`src/rtl/adc_rd_pkg.sv`:
```
package adc_rd_pkg;

    typedef enum logic [2:0] {
        RD_IDLE,
        RD_SETUP,
        RD_HIGH,
        RD_LOW,
        RD_GAP
    } rd_state_e;

    function automatic int max2(input int a, input int b);
        return (a > b) ? a : b;
    endfunction

endpackage

```
`src/rtl/adc_rd_timer.sv`:
```
module adc_rd_timer #(
    parameter int TW = 8
) (
    input  logic          clk,
    input  logic          rst_n,
    input  logic          load,
    input  logic [TW-1:0] load_val,
    output logic          expired
);

    logic [TW-1:0] cnt_d, cnt_q;

    always_comb begin
        cnt_d = cnt_q;
        if (load) begin
            cnt_d = load_val;
        end else if (cnt_q != '0) begin
            cnt_d = cnt_q - 1'b1;
        end
    end

    always_ff @(posedge clk or negedge rst_n) begin
        if (!rst_n) begin
            cnt_q <= '0;
        end else begin
            cnt_q <= cnt_d;
        end
    end

    assign expired = (cnt_q == '0);

endmodule

```
`src/rtl/adc_rd_shifter.sv`:
```
module adc_rd_shifter #(
    parameter int W = 8
) (
    input  logic         clk,
    input  logic         rst_n,
    input  logic         en,
    input  logic         din,
    output logic [W-1:0] word_nxt
);

    logic [W-2:0] sh_d, sh_q;

    assign word_nxt = {sh_q, din};

    always_comb begin
        sh_d = sh_q;
        if (en) begin
            sh_d = word_nxt[W-2:0];
        end
    end

    always_ff @(posedge clk or negedge rst_n) begin
        if (!rst_n) begin
            sh_q <= '0;
        end else begin
            sh_q <= sh_d;
        end
    end

endmodule

```
`src/rtl/adc_serial_reader.sv`:
```
module adc_serial_reader
    import adc_rd_pkg::*;
#(
    parameter int CLK_HZ      = 50_000_000,
    parameter int MAX_SCLK_HZ = 400_000,
    parameter int SETUP_NS    = 250,
    parameter int SCLK_HI_CYC = 63,
    parameter int SCLK_LO_CYC = 63,
    parameter int SETUP_CYC   = 1,
    parameter int DATA_W      = 8
) (
    input  logic              clk,
    input  logic              rst_n,
    input  logic              start,
    input  logic              adc_sdata,
    output logic              adc_cs_n,
    output logic              adc_sclk,
    output logic              busy,
    output logic              result_valid,
    output logic [DATA_W-1:0] result
);

    localparam int MIN_PER  = (CLK_HZ + MAX_SCLK_HZ - 1) / MAX_SCLK_HZ;
    localparam int HI_EFF   = max2(SCLK_HI_CYC, 1);
    localparam int LO_REQ   = max2(SCLK_LO_CYC, 1);
    localparam int LO_EFF   = (HI_EFF + LO_REQ < MIN_PER) ? (MIN_PER - HI_EFF) : LO_REQ;
    localparam int SU_RAW   = ((CLK_HZ / 1000) * SETUP_NS + 999_999) / 1_000_000;
    localparam int SU_EFF   = max2(SETUP_CYC, max2(SU_RAW, 1));
    localparam int GAP_EFF  = HI_EFF + LO_EFF;
    localparam int MAX_LD   = max2(max2(HI_EFF, LO_EFF), max2(SU_EFF, GAP_EFF));
    localparam int TW       = $clog2(MAX_LD + 1);
    localparam int SW       = $clog2(DATA_W + 2);
    localparam int NPULSE   = DATA_W + 1;

    typedef struct packed {
        rd_state_e         state;
        logic              sclk;
        logic              cs_n;
        logic              valid;
        logic [DATA_W-1:0] data;
        logic [SW-1:0]     slot;
    } regs_t;

    regs_t r_d, r_q;

    logic          tmr_load;
    logic [TW-1:0] tmr_val;
    logic          tmr_done;
    logic          sh_en;
    logic [DATA_W-1:0] word_nxt;

    adc_rd_timer #(.TW(TW)) u_timer (
        .clk      (clk),
        .rst_n    (rst_n),
        .load     (tmr_load),
        .load_val (tmr_val),
        .expired  (tmr_done)
    );

    adc_rd_shifter #(.W(DATA_W)) u_shift (
        .clk      (clk),
        .rst_n    (rst_n),
        .en       (sh_en),
        .din      (adc_sdata),
        .word_nxt (word_nxt)
    );

    always_comb begin
        r_d      = r_q;
        r_d.valid = 1'b0;
        tmr_load = 1'b0;
        tmr_val  = '0;
        sh_en    = 1'b0;
        unique case (r_q.state)
            RD_IDLE: begin
                if (start) begin
                    r_d.state = RD_SETUP;
                    r_d.cs_n  = 1'b0;
                    tmr_load  = 1'b1;
                    tmr_val   = TW'(SU_EFF - 1);
                end
            end
            RD_SETUP: begin
                if (tmr_done) begin
                    r_d.state = RD_HIGH;
                    r_d.sclk  = 1'b1;
                    r_d.slot  = '0;
                    tmr_load  = 1'b1;
                    tmr_val   = TW'(HI_EFF - 1);
                end
            end
            RD_HIGH: begin
                if (tmr_done) begin
                    r_d.sclk = 1'b0;
                    sh_en    = (r_q.slot != '0);
                    tmr_load = 1'b1;
                    if (r_q.slot == SW'(DATA_W)) begin
                        r_d.state = RD_GAP;
                        r_d.valid = 1'b1;
                        r_d.data  = word_nxt;
                        r_d.cs_n  = 1'b1;
                        tmr_val   = TW'(GAP_EFF - 1);
                    end else begin
                        r_d.state = RD_LOW;
                        r_d.slot  = r_q.slot + 1'b1;
                        tmr_val   = TW'(LO_EFF - 1);
                    end
                end
            end
            RD_LOW: begin
                if (tmr_done) begin
                    r_d.state = RD_HIGH;
                    r_d.sclk  = 1'b1;
                    tmr_load  = 1'b1;
                    tmr_val   = TW'(HI_EFF - 1);
                end
            end
            RD_GAP: begin
                if (tmr_done) begin
                    r_d.state = RD_IDLE;
                end
            end
            default: r_d.state = RD_IDLE;
        endcase
    end

    always_ff @(posedge clk or negedge rst_n) begin
        if (!rst_n) begin
            r_q <= '{state: RD_IDLE, sclk: 1'b0, cs_n: 1'b1, valid: 1'b0,
                     data: '0, slot: '0};
        end else begin
            r_q <= r_d;
        end
    end

    assign adc_cs_n     = r_q.cs_n;
    assign adc_sclk     = r_q.sclk;
    assign busy         = (r_q.state != RD_IDLE);
    assign result_valid = r_q.valid;
    assign result       = r_q.data;

    // Line-timing observers used only by the assertions below.
    logic [15:0] hi_run_q, lo_run_q, csh_run_q;
    logic [7:0]  pulse_q;
    logic        sclk_prev_q;

    always_ff @(posedge clk or negedge rst_n) begin
        if (!rst_n) begin
            hi_run_q    <= '0;
            lo_run_q    <= '0;
            csh_run_q   <= '1;
            pulse_q     <= '0;
            sclk_prev_q <= 1'b0;
        end else begin
            sclk_prev_q <= adc_sclk;
            hi_run_q    <= adc_sclk ? hi_run_q + 16'd1 : 16'd0;
            lo_run_q    <= (!adc_cs_n && !adc_sclk) ? lo_run_q + 16'd1 : 16'd0;
            csh_run_q   <= !adc_cs_n ? 16'd0 : (csh_run_q + {15'd0, (csh_run_q != '1)});
            pulse_q     <= adc_cs_n ? 8'd0 : pulse_q + {7'd0, (adc_sclk && !sclk_prev_q)};
        end
    end

    a_r1_idle_lines: assert property (@(posedge clk) disable iff (!rst_n)
        !busy |-> (!adc_sclk && adc_cs_n));

    a_r1_sclk_in_frame: assert property (@(posedge clk) disable iff (!rst_n)
        adc_sclk |-> !adc_cs_n);

    a_r2_setup_time: assert property (@(posedge clk) disable iff (!rst_n)
        ($rose(adc_sclk) && pulse_q == 8'd0) |-> (lo_run_q == 16'(SU_EFF)));

    a_r3_high_time: assert property (@(posedge clk) disable iff (!rst_n)
        $fell(adc_sclk) |-> (hi_run_q == 16'(HI_EFF)));

    a_r4_low_time: assert property (@(posedge clk) disable iff (!rst_n)
        ($rose(adc_sclk) && pulse_q != 8'd0) |-> (lo_run_q == 16'(LO_EFF)));

    a_r5_nine_pulses: assert property (@(posedge clk) disable iff (!rst_n)
        $rose(adc_cs_n) |-> (pulse_q == 8'(NPULSE)));

    a_r7_single_strobe: assert property (@(posedge clk) disable iff (!rst_n)
        result_valid |=> !result_valid);

    a_r7_strobe_release: assert property (@(posedge clk) disable iff (!rst_n)
        $rose(result_valid) |-> ($rose(adc_cs_n) && $fell(adc_sclk)));

    a_r7_result_hold: assert property (@(posedge clk) disable iff (!rst_n)
        !result_valid |-> $stable(result));

    a_r8_recovery_gap: assert property (@(posedge clk) disable iff (!rst_n)
        $fell(adc_cs_n) |-> (csh_run_q >= 16'(GAP_EFF)));

    a_r8_start_only_idle: assert property (@(posedge clk) disable iff (!rst_n)
        $fell(adc_cs_n) |-> ($past(start) && !$past(busy)));

endmodule

```
`config.mk`:
```
export PLATFORM = sky130hd
export DESIGN_NAME = adc_serial_reader
export DESIGN_NICKNAME = d
export VERILOG_FILES = /design/src/rtl/adc_rd_pkg.sv /design/src/rtl/adc_rd_timer.sv /design/src/rtl/adc_rd_shifter.sv /design/src/rtl/adc_serial_reader.sv
export SDC_FILE = /design/constraint.sdc
export NUM_CORES = 1
export LEC_CHECK = 0
export BUFFER_PORTS_ARGS = -buffer_cell sky130_fd_sc_hd__buf_2
export CAP_MARGIN = 10
export CORE_AREA = 2 2 44 86
export DETAILED_ROUTE_END_ITERATION = 8
export DIE_AREA = 0 0 46 88
export HOLD_SLACK_MARGIN = 0.12
export PLACE_DENSITY = 0.71
export SKIP_LAST_GASP = 1
export SYNTH_ARGS = -nofsm -noshare
export SYNTH_HDL_FRONTEND = slang
export SYNTH_SLANG_ARGS = --single-unit
export TNS_END_PERCENT = 20
```
`constraint.sdc`:
```
create_clock -name clk -period 1.9 [get_ports clk]
set_input_delay 0.38 -clock clk [delete_from_list [all_inputs] [get_ports clk]]
set_output_delay 0.38 -clock clk [all_outputs]
set_load 0.01 [all_outputs]
```
# Word level (Yosys, flattened, before mapping)
# Cells that the tools add are included.
[op_classes] n_addsub=2 n_eq_ne=12 mux=26 reduce_logical=16
[ops] op="two-way mux 7 bit" count=4
[ops] op="case mux 7 bit (3 select lines)" count=1
[ops] op="two-way mux 18 bit" count=1
[ops] op="two-way mux 4 bit" count=4
[ops] op="inequality test 2 bit (second input constant)" count=6
[ops] op="case mux 3 bit (4 select lines)" count=1
[ops] op="AND reduction 4 bit" count=3
[ops] op="two-way mux 10 bit" count=1
[ops] op="two-way mux 3 bit" count=3
[ops] op="two-way mux 9 bit" count=1
[ops] op="case mux 4 bit (2 select lines)" count=1
[ops] op="nonzero test 2 bit" count=4
[ops] op="logical NOT 7 bit" count=1
[ops] op="nonzero test 7 bit" count=1
[ops] op="subtractor 7 x 1 -> 7 bit (second input constant)" count=1
[ops] op="equality test 3 x 2 -> 1 bit (second input constant)" count=2
[ops] op="two-way mux 6 bit" count=1
[ops] op="case mux 1 bit (2 select lines)" count=3
[ops] op="AND reduction 3 bit" count=2
[ops] op="two-way mux 1 bit" count=5
[ops] op="adder 4 x 1 -> 4 bit (second input constant)" count=1
[ops] op="equality test 4 bit (second input constant)" count=1
[ops] op="nonzero test 4 bit" count=1
[ops] op="equality test 3 x 1 -> 1 bit (second input constant)" count=1
[ops] op="6 further kinds" count=6
[totals] ff_bits=32 input_bits=4 out_inout_bits=12 elab_cells=64

# Depth between registers and ports, before layout
# Gate-level depths: netlist of run 1.
[depth] word_depth=5 depth_mapped=8 mapped_depth_nobuf=7

# By module
# From an unflattened synthesis of run 1, not the netlist that was laid out.
[unflattened] hier_cells=157 area_unflattened_um2=1744.2
[modules_own_cells] mod="adc_serial_reader" n_inst=1 cells_per_inst=96 area_per_inst_um2=997.2 seq_area_each_um2=451.7
[modules_own_cells] mod="adc_rd_timer" n_inst=1 cells_per_inst=45 area_per_inst_um2=447.9 seq_area_each_um2=175.2
[modules_own_cells] mod="adc_rd_shifter" n_inst=1 cells_per_inst=16 area_per_inst_um2=299.0 seq_area_each_um2=175.2

# Least setup slack after synthesis of run 1
# OpenSTA, ideal clock, no wires.
[synth_timing] path_type="reg-to-reg" from="reg u_timer.cnt_q[0]" to="reg r_q, in the netlist result[0]" setup_ns=0.127 arrival_time_ns=1.908 required_ns=1.773 path_slack_ns=-0.136 path_stages_with_launch=9 n_path_buf=1 period_less_slack_ns=2.036 path_cell_list="dfrtp_1 inv_1 ha_1 nor3b_4 nand2_4 or3_1 buf_6 inv_2 mux2_1"
[synth_via] elab_chain_len=2
[synth_rtl] item="start, declared" line_no="adc_rd_timer.sv:11" text="logic [TW-1:0] cnt_d, cnt_q;"
[synth_rtl] item="start signal, assigned" line_no="adc_rd_timer.sv:26" text="cnt_q <= cnt_d;"
[synth_rtl] item="logical NOT 7 bit" line_no="adc_rd_timer.sv:30" text="assign expired = (cnt_q == '0);"
[synth_rtl] item="AND reduction 3 bit (no source line)"
[synth_rtl] item="end signal, assigned" line_no="adc_serial_reader.sv:129" text="r_q <= '{state: RD_IDLE, sclk: 1'b0, cs_n: 1'b1, valid: 1'b0,"
[synth_rtl] item="end signal, assigned" line_no="adc_serial_reader.sv:132" text="r_q <= r_d;"
[synth_rtl] item="end, declared" line_no="adc_serial_reader.sv:44" text="regs_t r_d, r_q;"
# Every way passes these cells.
# A chain may end at the register's enable or synchronous reset.

# Worst setup path after layout of run 1
[layout_timing] from="reg u_timer.cnt_q[2]" to="reg u_timer.cnt_q[5]"
[layout_via] elab_chain_len=4 elab_cells_between_ends=11 cone_classes="add/sub (1); mux (7); reduce/logical (3)"
[layout_rtl] item="branches (longest 4 deep; another with subtractor 7 x 1 -> 7 bit)"
# Several ways; the timed one is not identified. The select of a mux whose other input is x is not followed.

==> results.md, run 1 <==
* Status: finished, violations left
* Failing checks: setup timing
* CP required at 2.07 ns
* Final instance area at 2040 µm²
* Share of Yosys cell area claimed by the top area cell type at 46.1%
* RSZ-0062 raised after global routing: true
* Clock skew at 0.00208 ns
* CP peak stage delay at 0.74 ns
* Net switching power at 0.000832 W
* Worst-Margin Slew at 0.709 ns
* P_int at 0.00168 W
* RD Place Congestion at 0.817
* Post-Syn Instances at 140
* Critical-path cell list: or4_2 -> a211oi_1 -> a21boi_0 -> o31a_1
* Crit-path max FO at 6
* Vias in the first global route at 1277
* Syn Std Cell Area at 1680 µm²
* Core ar. at 3380 µm²
* Clock input transition at the sequential cells of the worst setup and hold paths at 0.07 ns
* Clock share of power at 28.2%
* Layout cells sized above 1 at 44.4%
* Placed cell areas at 1840 µm²
* Final Worst Setup Slack at -0.0339 ns
* Vias at 1225
* Worst-Skew Late Latency at 0.28 ns
* Synth area leaders: dfrtp_1 (46%), mux2_4 (13%), buf_4 (3.6%)
* Input/output buffers at 15
* Drt drc at 0
* Main synth FF type: dfrtp_1
* Die area at 4050 µm²
* Power per cell area at 1230 nW/µm²
* Final nets at 177
* Place WS at -0.0626 ns
* Post-DP HPWL at 2570 µm
* P&R area growth vs syn at 21.4%
* Distinct cells, synth at 52
* Seq cells post-synth at 32
* Num rows at 30
* Syn nets at 147
* Post-synth EDFFs at 0
* Reg-to-reg setup timing slack at -0.03 ns
* Commonest non-fill, non-tap cell in the layout: dfrtp_1
* Dpl cells at 191
* HP Class: in -> async
* Highest Clock Rate at 0.517 GHz
* Commonest cells after routing, fill and taps aside: dfrtp_1 (31), buf_4 (19), buf_2 (16)
* Final antenna-violating net count at 0
* DR pass1 iterations at 5
* 1st-iter DRT viols at 22
* Post-route insts no fill at 203
* Setup violators final at 12
* Yosys top cell by area: dfrtp_1
* Net Sw Frac at 33.1%
* Reg2reg start: u_timer.cnt_q[2]$_DFFE_PN0P_
* Crit Path Class: reg -> reg
* Comb power frac at 35.8%
* Max-slew violation count at 0
* CTS tree: yes
* Horiz. Die Dim at 46 µm
* Avg Cell Area, Syn at 12.0 µm²
* Slew headroom at 52.7%
* Antenna Cells at 0
* Critical Path End Type: flop
* Post-synth ARST share at 100%
* Hold_buf cts at 0
* Leakage at 1.01 nW
* Slowest stage cell, crit path: or4_2
* Final Cycle Share at 102%
* Hold Fails Final Rpt at 0
* Vert. Die Dim at 88 µm
* Power after layout at 0.00251 W
* Clock root buffer master: clkbuf_8
* Seq/Total Area, Yosys at 47.7%
* First-pass GRT wire length at 6060 µm
* VDD IR max at 0.833 mV
* Syn. warnings at 0
* I/O pin count at 16
* Critical Path AT at 2.10 ns
* Initial Utilization at 49.8%
* Setup crit start kind: flop
* R2R depth at 4
* GR Overflow Total at 0
* Max_cap viols at 0
* Vias/cell at 6.03
* Overall Global Routing Usage at 20.9%
* CTS max path bufs at 2
* Detailed-route wire length at 3820 µm
* Wire length per cell at 18.8 µm
* Clk sink count at 32
* R2r endpoint: u_timer.cnt_q[5]$_DFFE_PN0P_
* Largest net degree at the start of global routing at 33
* Sequential Power Share at 35.9%
* Post-layout minimum cycle time at 1.93 ns
* Number of CTS-inserted buffers at 5
* Initial antenna violation count at 0
* CTS H-Tree Depth at 2
synth_stat cells (all sizes together), types with 3 or more instances:
library cell,count
ha,3
nor2,5
a21oi,5
o21ai,5
clkbuf,3
nand2,8
or3,4
dfrtp,31
mux2,16
nor3,4
inv,5
buf,11
nand3,3
worst max path at each step:
stage | from | to | slack, ns
after floorplan | u_timer.cnt_q[0]$_DFFE_PN0P_ | result[0]$_DFFE_PN0P_ | -0.06
after global placement | u_timer.cnt_q[0]$_DFFE_PN0P_ | result[0]$_DFFE_PN0P_ | -0.009
after detailed placement | u_timer.cnt_q[1]$_DFFE_PN0P_ | u_shift.sh_q[5]$_DFFE_PN0P_ | -0.06
after CTS | u_timer.cnt_q[1]$_DFFE_PN0P_ | result[0]$_DFFE_PN0P_ | -0.008
after global routing | u_timer.cnt_q[2]$_DFFE_PN0P_ | u_timer.cnt_q[5]$_DFFE_PN0P_ | -0.13
final | u_timer.cnt_q[2]$_DFFE_PN0P_ | u_timer.cnt_q[5]$_DFFE_PN0P_ | -0.03
cell type report:
type / count / area (µm²)
Timing Repair Buffer: 37 / 249
Multi-Input combinational cell: 89 / 802
Clock inverter: 1 / 30.0
Inverter: 5 / 21.3
Tap cell: 32 / 40.0
Sequential cell: 32 / 802
Fill cell: 276 / 1340
Clock buffer: 7 / 96.3
power by group through the flow:
stage	Sequential, W	Combinational [W]	Clock [W]
after CTS	0.000899	0.000868	0.000727
after floorplan	0.000917	0.000520	0
after global placement	0.000899	0.000803	0
after global routing	0.000916	0.000999	0.000763
final	0.000902	0.000900	0.000709
after detailed placement	0.000908	0.000832	0
cell families after synthesis:
kind of cell               count (synthesis)  share of synthesized area, %
and+or+nand+nor                           42                          17.3
DFF                                       32                          47.7
AOI/OAI and AO/OA                         24                          9.75
buffers and inverters                     19                          6.99
muxes                                     17                          14.4
xor gates and xnor gates                   3                          1.56
adders and majority gates                  3                          2.23
worst max-delay path: cells and delay by family, from the launching register on:
kind | cells | cell delay, ns
flops | 1 | 0.45
compound gates | 3 | 0.63
simple gates | 1 | 0.74
flip-flops by register name, summed over array words and instances, names as in the netlist:
signal / count
adc_cs_n: 1
u_shift.sh_q: 7
result_valid: 1
r_q: 7
adc_sclk: 1
result: 8
u_timer.cnt_q: 7
routing by layer:
metal / wire, µm / GRT usage (%)
met1: 1330 / 20.7
met2: 2110 / 37.4
met3: 127 / 4.74
met4: 246 / 11.4
met5: 0 / 0
timing repair:
item	in CTS	in global routing
setup buffers	3	0
hold endpoints to repair	0	0
resized for setup	5	4
setup endpoints to repair	16	27
pin swaps	3	0
gates cloned	0	1
per-stage QoR:
| stage | hold slack (ns) | util, % | setup TNS [ns] |
|---|---|---|---|
| after detailed placement | 0.479 | 54.5 | -0.451 |
| after global placement | 0.456 | 54.5 | -0.0164 |
| after floorplan | 0.0844 | - | -0.517 |
| after CTS | 0.172 | 59.6 | -0.0110 |
| after global routing | 0.213 | 60.4 | -1.02 |
| final | 0.146 | 60.4 | -0.164 |
No activity file was read; power rests on OpenSTA's default activity.
==> inputs of run 2 (changes only) <==
--- a/config.mk
+++ b/config.mk
@@ -7,9 +7,9 @@
 export LEC_CHECK = 0
 export BUFFER_PORTS_ARGS = -buffer_cell sky130_fd_sc_hd__buf_2
 export CAP_MARGIN = 10
-export CORE_AREA = 2 2 44 86
+export CORE_AREA = 2 2 43 84
 export DETAILED_ROUTE_END_ITERATION = 8
-export DIE_AREA = 0 0 46 88
+export DIE_AREA = 0 0 45 86
 export HOLD_SLACK_MARGIN = 0.12
 export PLACE_DENSITY = 0.71
 export SKIP_LAST_GASP = 1
==> constraint.sdc (replaced) <==
create_clock -name clk -period 2.31 [get_ports clk]
set_input_delay 0.462 -clock clk [delete_from_list [all_inputs] [get_ports clk]]
set_output_delay 0.462 -clock clk [all_outputs]
set_load 0.01 [all_outputs]
==> run 2 against run 1 <==
The flow now finishes without violations. First-iteration DRC count fell by 23%. Clock power fell by 39%. Utilization fell by 3.3 points. Sequential power fell by 15%. Hold slack improved by 0.070 ns. Sequential share of layout area rose by 4.7 points. Worst setup slack improved by 0.21 ns. Via count fell by 9.2%. Design area fell by 11%. Clock skew rose by 0.0011 ns. Global-route usage fell by 2.0 points. Critical endpoint is now result[5]$_DFFE_PN0P_. Largest cell class unchanged. Largest power group unchanged.
==> results.md, run 2 (synthesized netlist as in run 1, its figures left out) <==
* Leakage at 0.908 nW (-11%)
* CP required at 2.48 ns (+0.41 ns)
* Initial antenna violation count at 0 (unchanged)
* Largest net degree at the start of global routing at 33 (unchanged)
* HP Class: in -> async
* Commonest non-fill, non-tap cell in the layout: dfrtp_1
* Slowest stage cell, crit path: or3_1
* Vias/cell at 6.01 (-0.39%)
* Crit Path Class: reg -> reg
* Met1 usage at 19.6% (-1.0 points)
* Critical Path End Type: flop
* Vias in the first global route at 1169 (-8.5%)
* Final core utilization at 57.1% (-3.3 points)
* Crit-path leading delay family: simple AND/OR/NAND/NOR gates
* Final antenna-violating net count at 0 (unchanged)
* Initial Utilization at 52.7% (+2.9 points)
* Post-DP HPWL at 2330 µm (-9.1%)
* Net switching power at 0.000626 W (-25%)
* Vert. Die Dim at 86 µm (-2.3%)
* Vias at 1112 (-9.2%)
* Critical Path AT at 2.30 ns (+0.20 ns)
* Final Worst Setup Slack at 0.179 ns (+0.213 ns)
* RSZ-0062 raised after global routing: false
* Worst-Margin Slew at 0.681 ns (-0.0276 ns)
* Slew headroom at 54.6% (+1.8 points)
* 1st-iter DRT viols at 17 (-23%)
* Max-slew violation count at 0 (unchanged)
* Setup_tns at 0 ns (+0.164 ns)
* Power per cell area at 976 nW/µm² (-21%)
* VDD IR max at 0.485 mV (-42%)
* Clock root buffer master: clkbuf_8
* I/O pin count at 16 (unchanged)
* Highest Clock Rate at 0.469 GHz (-9.2%)
* Post-layout minimum cycle time at 2.13 ns (+0.197 ns)
* Number of CTS-inserted buffers at 5 (unchanged)
* P_int at 0.00115 W (-31%)
* DR pass1 iterations at 4 (-1)
* CTS tree: yes
* Max FFs per register at 8 (unchanged)
* Critical-path cell list: inv_1 -> ha_1 -> nor3b_4 -> nand2_4 -> or3_1 -> buf_4 -> mux2_4
* Commonest cells after routing, fill and taps aside: dfrtp_1 (31), buf_2 (15), mux2_4 (14)
* GR Overflow Total at 0 (unchanged)
* Final nets at 160 (-9.6%)
* Max_cap viols at 0 (unchanged)
* Clock input transition at the sequential cells of the worst setup and hold paths at 0.06 ns (about the same)
* Met3 Usage GRT at 4.42% (-0.32 points)
* Worst-Skew Late Latency at 0.28 ns (about the same)
* Comb power frac at 32.4% (-3.4 points)
* Final Cycle Share at 92.3% (-9.5 points)
* CP Buf/Inv Count at 2 (+2)
* First-pass GRT wire length at 5330 µm (-12%)
* Drt drc at 0 (unchanged)
* Met2 Usage GRT at 32.3% (-5.0 points)
* P&R area growth vs syn at 8.48%
* RD Place Congestion at 0.834 (+2.1%)
* Status: completed
* Antenna Cells at 0 (unchanged)
* Overall Global Routing Usage at 18.9% (-2.0 points)
* Net Sw Frac at 35.1% (+2.0 points)
* Setup crit start kind: flop
* Busiest layer in global routing: met2
* Power after layout at 0.00178 W (-29%)
* Num rows at 29 (-3.3%)
* Clk sink count at 32 (unchanged)
* Post-CTS sizing at 0 (-5)
* Detailed-route wire length at 3160 µm (-17%)
* CTS max path bufs at 2 (unchanged)
* Hold_buf cts at 0 (unchanged)
* Sequential Power Share at 43.2% (+7.3 points)
* Hold Fails Final Rpt at 0 (unchanged)
* Clock skew at 0.00314 ns (+0.00106 ns)
* Placed cell areas at 1730 µm² (-5.8%)
* Wire length per cell at 17.1 µm (-9.1%)
* Clock share of power at 24.4% (-3.8 points)
* Final instance area at 1820 µm² (-11%)
* CP peak stage delay at 0.46 ns (-0.28 ns)
* Die area at 3870 µm² (-4.4%)
* Horiz. Die Dim at 45 µm (-2.2%)
* CTS H-Tree Depth at 2 (unchanged)
* Post-CTS Setup Inserts at 0 (-3)
* Layout cells sized above 1 at 34.4% (-10 points)
* Input/output buffers at 15 (unchanged)
* Core ar. at 3190 µm² (-5.5%)
* Place WS at 0.202 ns (+0.264 ns)
* Crit-path max FO at 8 (+2)
* Setup violators final at 0 (-12)
## run 2: routing by layer
metal,up-vias,part of all wire (%)
met5,-,0
met4,0,3.8
met3,11,3.5
met2,25,54
met1,558,39
li1,518,-
## run 2: cell type report
type / instances / area [µm²]
Fill cell: 290 / 1370
Inverter: 5 / 18.8
Sequential cell: 32 / 802
Clock buffer: 8 / 90.1
Multi-Input combinational cell: 89 / 762
Timing Repair Buffer: 20 / 113
Tap cell: 31 / 38.8
## run 2: worst paths after layout
check	from	to	slack [ns]	cells past startpoint
setup / recovery	u_timer.cnt_q[0]$_DFFE_PN0P_	result[5]$_DFFE_PN0P_	0.18	7
hold / removal	rst_n	u_shift.sh_q[4]$_DFFE_PN0P_	0.22	1
setup reg to reg	u_timer.cnt_q[0]$_DFFE_PN0P_	result[5]$_DFFE_PN0P_	0.18	7
hold reg to reg	result[0]$_DFFE_PN0P_	result[0]$_DFFE_PN0P_	0.48	1
max in group asynchronous	rst_n	u_timer.cnt_q[0]$_DFFE_PN0P_	1.66	1
min in group clk	adc_sdata	result[0]$_DFFE_PN0P_	0.42	2
## run 2: power by group through the flow
stage | logic [W] | registers (W) | clock network [W]
final | 0.000577 | 0.000769 | 0.000435
after global routing | 0.000632 | 0.000780 | 0.000473
after CTS | 0.000575 | 0.000765 | 0.000445
after detailed placement | 0.000563 | 0.000771 | 0
after global placement | 0.000557 | 0.000771 | 0
after floorplan | 0.000425 | 0.000754 | 0
## run 2: stage by stage
stage	instances	hold WS, ns
after global placement	177	0.471
final	185	0.216
after global routing	185	0.284
after floorplan	140	0.166
after detailed placement	177	0.480
after CTS	185	0.238
